### src/rtl/irqc_pkg.sv
package irqc_pkg;

  localparam int unsigned IRQ_W   = 32;
  localparam int unsigned LINE_N  = 4;

  // Default line masks: line 3 <- bit 10, line 2 <- bits 2..8,
  // line 1 <- bit 2, line 0 <- bit 0.
  localparam logic [LINE_N-1:0][IRQ_W-1:0] DEF_LINE_MASK =
    {32'h0000_0400, 32'h0000_01FC, 32'h0000_0004, 32'h0000_0001};

  // Next pending value: optional AND-clear by software, then set pulses on top.
  function automatic logic [IRQ_W-1:0] pend_next(
    input logic [IRQ_W-1:0] cur,
    input logic [IRQ_W-1:0] set_v,
    input logic             clr_stb,
    input logic [IRQ_W-1:0] keep_mask
  );
    logic [IRQ_W-1:0] kept;
    kept = clr_stb ? (cur & keep_mask) : cur;
    return kept | set_v;
  endfunction

  // A line is active when any of its mapped bits is pending and enabled.
  function automatic logic line_hit(
    input logic [IRQ_W-1:0] active,
    input logic [IRQ_W-1:0] mask
  );
    return |(active & mask);
  endfunction

endpackage

### src/rtl/irqc_pend_reg.sv
module irqc_pend_reg
  import irqc_pkg::*;
(
  input  logic             clk,
  input  logic             rst_n,
  input  logic [IRQ_W-1:0] set_v,
  input  logic             clr_stb,
  input  logic [IRQ_W-1:0] keep_mask,
  output logic [IRQ_W-1:0] pend_q
);

  logic [IRQ_W-1:0] pend_d;

  always_comb pend_d = pend_next(pend_q, set_v, clr_stb, keep_mask);

  always_ff @(posedge clk or negedge rst_n) begin
    if (!rst_n) pend_q <= '0;
    else        pend_q <= pend_d;
  end

  // A set pulse always lands, even against a clear in the same cycle.
  p_set_lands_r5: assert property (@(posedge clk) disable iff (!rst_n)
    (|set_v) |=> ((pend_q & $past(set_v)) == $past(set_v)));

  // No bit appears unless it was pending or pulsed.
  p_no_spurious_set_r4: assert property (@(posedge clk) disable iff (!rst_n)
    1'b1 |=> ((pend_q & ~($past(pend_q) | $past(set_v))) == '0));

  // Software clear only removes bits it zeroed.
  p_and_clear_r3: assert property (@(posedge clk) disable iff (!rst_n)
    clr_stb |=> ((pend_q & ~$past(keep_mask) & ~$past(set_v)) == '0));

  // Without a clear, pending bits are kept.
  p_hold_r9: assert property (@(posedge clk) disable iff (!rst_n)
    !clr_stb |=> ((pend_q & $past(pend_q)) == $past(pend_q)));

endmodule

### src/rtl/irqc_en_reg.sv
module irqc_en_reg
  import irqc_pkg::*;
(
  input  logic             clk,
  input  logic             rst_n,
  input  logic             ld_stb,
  input  logic [IRQ_W-1:0] ld_data,
  output logic [IRQ_W-1:0] en_q
);

  always_ff @(posedge clk or negedge rst_n) begin
    if (!rst_n)      en_q <= '0;
    else if (ld_stb) en_q <= ld_data;
  end

  p_en_load_r2: assert property (@(posedge clk) disable iff (!rst_n)
    ld_stb |=> (en_q == $past(ld_data)));

  p_en_hold_r2: assert property (@(posedge clk) disable iff (!rst_n)
    !ld_stb |=> $stable(en_q));

endmodule

### src/rtl/irqc_line_map.sv
module irqc_line_map
  import irqc_pkg::*;
#(
  parameter int unsigned                    NUM_LINES = LINE_N,
  parameter logic [NUM_LINES-1:0][IRQ_W-1:0] LINE_MASK = DEF_LINE_MASK
) (
  input  logic                 clk,
  input  logic                 rst_n,
  input  logic [IRQ_W-1:0]     active,
  output logic [NUM_LINES-1:0] line_q
);

  logic [NUM_LINES-1:0] line_hit_w;

  for (genvar g = 0; g < NUM_LINES; g++) begin : g_line
    always_comb line_hit_w[g] = line_hit(active, LINE_MASK[g]);

    always_ff @(posedge clk or negedge rst_n) begin
      if (!rst_n) line_q[g] <= 1'b0;
      else        line_q[g] <= line_hit_w[g];
    end

    // Line rises one edge after a mapped active bit.
    p_line_rise_r8: assert property (@(posedge clk) disable iff (!rst_n)
      ((active & LINE_MASK[g]) != '0) |=> line_q[g]);

    // Line falls one edge after all mapped bits are gone.
    p_line_fall_r8: assert property (@(posedge clk) disable iff (!rst_n)
      ((active & LINE_MASK[g]) == '0) |=> !line_q[g]);
  end

endmodule

### src/rtl/irq_vector_ctrl.sv
module irq_vector_ctrl
  import irqc_pkg::*;
#(
  parameter int unsigned                    ADDR_W    = 3,
  parameter int unsigned                    PEND_OFS  = 0,
  parameter int unsigned                    EN_OFS    = 4,
  parameter int unsigned                    NUM_LINES = LINE_N,
  parameter logic [NUM_LINES-1:0][IRQ_W-1:0] LINE_MASK = DEF_LINE_MASK
) (
  input  logic                 clk,
  input  logic                 rst_n,
  input  logic [IRQ_W-1:0]     irq_set,
  input  logic                 bus_wr,
  input  logic [ADDR_W-1:0]    bus_addr,
  input  logic [IRQ_W-1:0]     bus_wdata,
  output logic [IRQ_W-1:0]     bus_rdata,
  output logic [NUM_LINES-1:0] irq_line
);

  localparam logic [ADDR_W-1:0] PEND_A = ADDR_W'(PEND_OFS);
  localparam logic [ADDR_W-1:0] EN_A   = ADDR_W'(EN_OFS);

  logic             sel_pend, sel_en;
  logic             pend_clr_stb, en_ld_stb;
  logic [IRQ_W-1:0] pend_w, en_w, active_w;

  always_comb begin
    sel_pend     = (bus_addr == PEND_A);
    sel_en       = (bus_addr == EN_A);
    pend_clr_stb = bus_wr && sel_pend;
    en_ld_stb    = bus_wr && sel_en;
    active_w     = pend_w & en_w;
  end

  irqc_pend_reg i_pend (
    .clk       (clk),
    .rst_n     (rst_n),
    .set_v     (irq_set),
    .clr_stb   (pend_clr_stb),
    .keep_mask (bus_wdata),
    .pend_q    (pend_w)
  );

  irqc_en_reg i_en (
    .clk     (clk),
    .rst_n   (rst_n),
    .ld_stb  (en_ld_stb),
    .ld_data (bus_wdata),
    .en_q    (en_w)
  );

  irqc_line_map #(
    .NUM_LINES (NUM_LINES),
    .LINE_MASK (LINE_MASK)
  ) i_map (
    .clk    (clk),
    .rst_n  (rst_n),
    .active (active_w),
    .line_q (irq_line)
  );

  always_comb begin
    if (sel_pend)    bus_rdata = pend_w;
    else if (sel_en) bus_rdata = en_w;
    else             bus_rdata = '0;
  end

  // An enable write never disturbs pending state.
  p_en_write_keeps_pend_r9: assert property (@(posedge clk) disable iff (!rst_n)
    (en_ld_stb && irq_set == '0) |=> (pend_w == $past(pend_w)));

  // A line is only high if a mapped bit was both pending and enabled.
  p_line_needs_enable_r6: assert property (@(posedge clk) disable iff (!rst_n)
    (|irq_line) |-> $past((pend_w & en_w) != '0));

  // Bus decode is exclusive.
  p_decode_excl_r2: assert property (@(posedge clk) disable iff (!rst_n)
    !(pend_clr_stb && en_ld_stb));

endmodule

### config.mk
export PLATFORM = sky130hd
export DESIGN_NAME = irq_vector_ctrl
export DESIGN_NICKNAME = d
export VERILOG_FILES = /design/src/rtl/irqc_pkg.sv /design/src/rtl/irqc_pend_reg.sv /design/src/rtl/irqc_en_reg.sv /design/src/rtl/irqc_line_map.sv /design/src/rtl/irq_vector_ctrl.sv
export SDC_FILE = /design/constraint.sdc
export NUM_CORES = 1
export LEC_CHECK = 0
export ABC_AREA = 1
export BUFFER_PORTS_ARGS = -buffer_cell sky130_fd_sc_hd__buf_2
export CORE_MARGIN = 3
export CORE_UTILIZATION = 47
export CTS_CLUSTER_DIAMETER = 40
export CTS_CLUSTER_SIZE = 28
export DETAILED_ROUTE_END_ITERATION = 8
export GPL_TIMING_DRIVEN = 0
export PLACE_DENSITY = 0.75
export SLEW_MARGIN = 20
export SYNTH_ARGS = -nofsm -noshare
export SYNTH_HDL_FRONTEND = slang
export SYNTH_SLANG_ARGS = --single-unit
### constraint.sdc
create_clock -name clk -period 1.6 [get_ports clk]
set_clock_uncertainty 0.05 [all_clocks]
set_input_delay 0.08 -clock clk [delete_from_list [all_inputs] [get_ports clk]]
set_output_delay 0.08 -clock clk [all_outputs]
set_load 0.01 [all_outputs]
==> results by group <==
STA
  – RSZ-0062 raised after global routing: no
  – Max Slew Vio Count: 0
  – Max_slew headroom: 65.72%
  – Total negative slack: 0 ns
  – Final number of hold-violating endpoints: 0
  – Setup violations, final: 0
  – Max Fclk: 857.8 MHz
  – Final worst path period need: 1.166 ns
  – Measured slew at the worst slew-check pin: 0.5142 ns
  – Final Cycle Share: 72.86%

Setup path
  – Critical path class: register to output port
  – Critical Path Start Type: register
  – Critical-path top delay cell: dfrtp_1
  – Arrival @ worst endpoint: 1.04 ns
  – Crit-path max FO: 3
  – Crit. End Element: output port
  – Req. time, crit path: 1.47 ns
  – CP Cell Sequence: nand3_1 > nand2_1 > buf_2
  – Crit path largest cell delay: 0.40 ns
  – Critical Path Source: i_pend.pend_q[8]
  – Critical R2R Launch: i_en.en_q[2]

Synthesis
  – Syn Nets: 506
  – Most frequent cells after synthesis: nand2_1, dfrtp_1, inv_1
  – Primary FF master, synth: dfrtp_1
  – Synth top area cells: dfrtp_1, nand2_1, o21ai_2
  – Ys async rst share: 100.0%
  – Number of synthesized flops with an enable pin: 0
  – Post-Syn Instances: 436
  – Warnings, synthesis: 0
  – Average size of a mapped cell: 8.087 sq um
  – Area leader, netlist: dfrtp_1
  – Sequential area share after synthesis: 48.26%
  – Synth top area share: 48.26%
  – FF+latch count, synth: 68
  – Yosys cell types: 16
  – Count leader, synth: nand2_1
  – Synth Cell Area: 3526 sq um

Layout
  – Share of cells above drive strength 1: 29.42%
  – Synth-to-layout area growth: 42.94%
  – Nets: 687
  – Fillers: 549
  – Antenna cells: 0

Die
  – Die Ht: 92.62 um
  – Die ar.: 8578 sq um
  – Die Wd: 92.62 um
  – Starting density of the core: 50.23%
  – Core Footprint: 7019 sq um
  – Top-level I/O count: 106
  – # rows: 30

Route
  – DRT Pass-1 Iters: 4
  – WL met1: 3925 um
  – Iter 0 DRT Violations: 220
  – Met2 wire len: 4983 um
  – Final wirelength: 9666 um
  – Via count: 3491
  – Drt via density: 4.862
  – Antenna viol nets, final: 0
  – WL/cell: 13.46 um
  – Wire length on met3: 640 um
  – DR DRC count: 0
  – Top Metal Used: met4

Global routing
  – First-pass GRT wire length: 15930 um
  – Vias in the first global route: 3464
  – Total congestion overflow: 0
  – Largest net degree at the start of global routing: 37
  – Total track usage: 23.43%
  – Initial antenna violation count: 0

Power
  – Total Power: 4.335 mW
  – Power density over the cells: 860.1 nW/um^2
  – Static leakage: 2.820 nW
  – Peak supply drop: 0.5645 mV

Flow run
  – Maxcap violations: 0

Hold path
  – Min-delay src: bus_wr
  – Hold Crit Class: input port to register

CTS
  – Root buffer cell: clkbuf_8
  – Longest Clk Path Bufs: 2
  – Clk sinks: 68
  – Worst skew pair latency: 0.34 ns
  – Clk slew on worst S/H paths: 0.08 ns
  – CTS buffer count: 9
  – TritonCTS clock tree: yes
  – Number of H-tree levels: 3

Placed design
  – I/O Buffers: 104
  – Detailed-placement wirelength estimate: 6184 um
  – Gpl congestion: 0.8105

Outcome
  – Status: completed
-- logic make-up after synthesis --
| group | Yosys count | share of synthesized area [%] |
|---|---|---|
| DFF | 68 | 48.26 |
| and+or+nand+nor | 240 | 29.91 |
| AOI/OAI and AO/OA | 33 | 8.091 |
| buffers and inverters | 95 | 13.73 |
-- cell usage in the layout (no fill, tap or decap), types with 4 or more instances in the layout --
cell type / n
dfrtp_1: 68
inv_1: 67
buf_2: 112
nand4_1: 32
dlygate4sd3_1: 65
buf_6: 14
nand3_1: 32
buf_4: 4
o21ai_2: 32
nand2_1: 172
clkbuf_8: 10
-- sequential cells by signal, summed over array words and instances, names as in the netlist --
register / count
i_map.line_q: 4
i_pend.pend_q: 32
i_en.en_q: 32
-- metal layers --
| metal | up-vias | global-route usage (%) |
|---|---|---|
| li1 | 1719 | - |
| met1 | 1635 | 28.92 |
| met2 | 128 | 40.79 |
| met3 | 9 | 5.361 |
| met4 | 0 | 7.204 |
| met5 | - | 0 |
-- critical path, delay by kind of cell, from the launching register on --
family	cells	cell delay [ns]
DFF	1	0.40
and+or+nand+nor	2	0.16
buffers and inverters	1	0.14
-- timing repair --
item | 4_1_cts | 5_1_grt
hold endpoints to repair | 96 | 0
hold buffers | 65 | 0
buffers inserted | 0 | 0
gates resized for setup | 0 | 0
-- final cells by class --
type	instances	area (sq um)	area share, %
sequential	68	1702	33.76
tap	96	120.1	2.383
clock buffer	10	137.6	2.731
timing repair buffer	170	1194	23.68
buffer	27	229.0	4.543
clock inverter	6	62.56	1.241
inverter	68	255.2	5.065
multi-input combinational	273	1340	26.59
-- per-stage QoR --
stage	utilization [%]	hold slack (ns)	std cells	worst slack, ns	instance area (sq um)
2_1_floorplan	-	-0.2656	436	0.7246	3526
3_3_place_gp	59.36	0.2134	636	0.05011	4167
3_5_place_dp	59.68	0.004649	637	0.4215	4189
4_1_cts	71.80	0.05194	718	0.4266	5040
5_1_grt	71.80	0.05989	718	0.3394	5040
6_report	71.80	0.05137	718	0.4343	5040
-- power breakdown --
part	internal (mW)	leakage, nW	switching, mW
Combinational	0.427	1.98	0.468
Sequential	1.90	0.736	0.111
Clock	0.762	0.106	0.662
Total	3.09	2.82	1.24
-- path summary, 6_finish.rpt --
path	slack, ns	end	depth (start not counted)
max	0.43	bus_rdata[8]	3
min	0.05	i_pend.pend_q[1]	4
max reg2reg	0.70	i_map.line_q[2]	4
min reg2reg	0.42	i_pend.pend_q[15]	2
max in group asynchronous	0.78	i_en.en_q[19]	3
min in group asynchronous	0.19	i_pend.pend_q[27]	2
No activity file was read; power rests on OpenSTA's default activity.
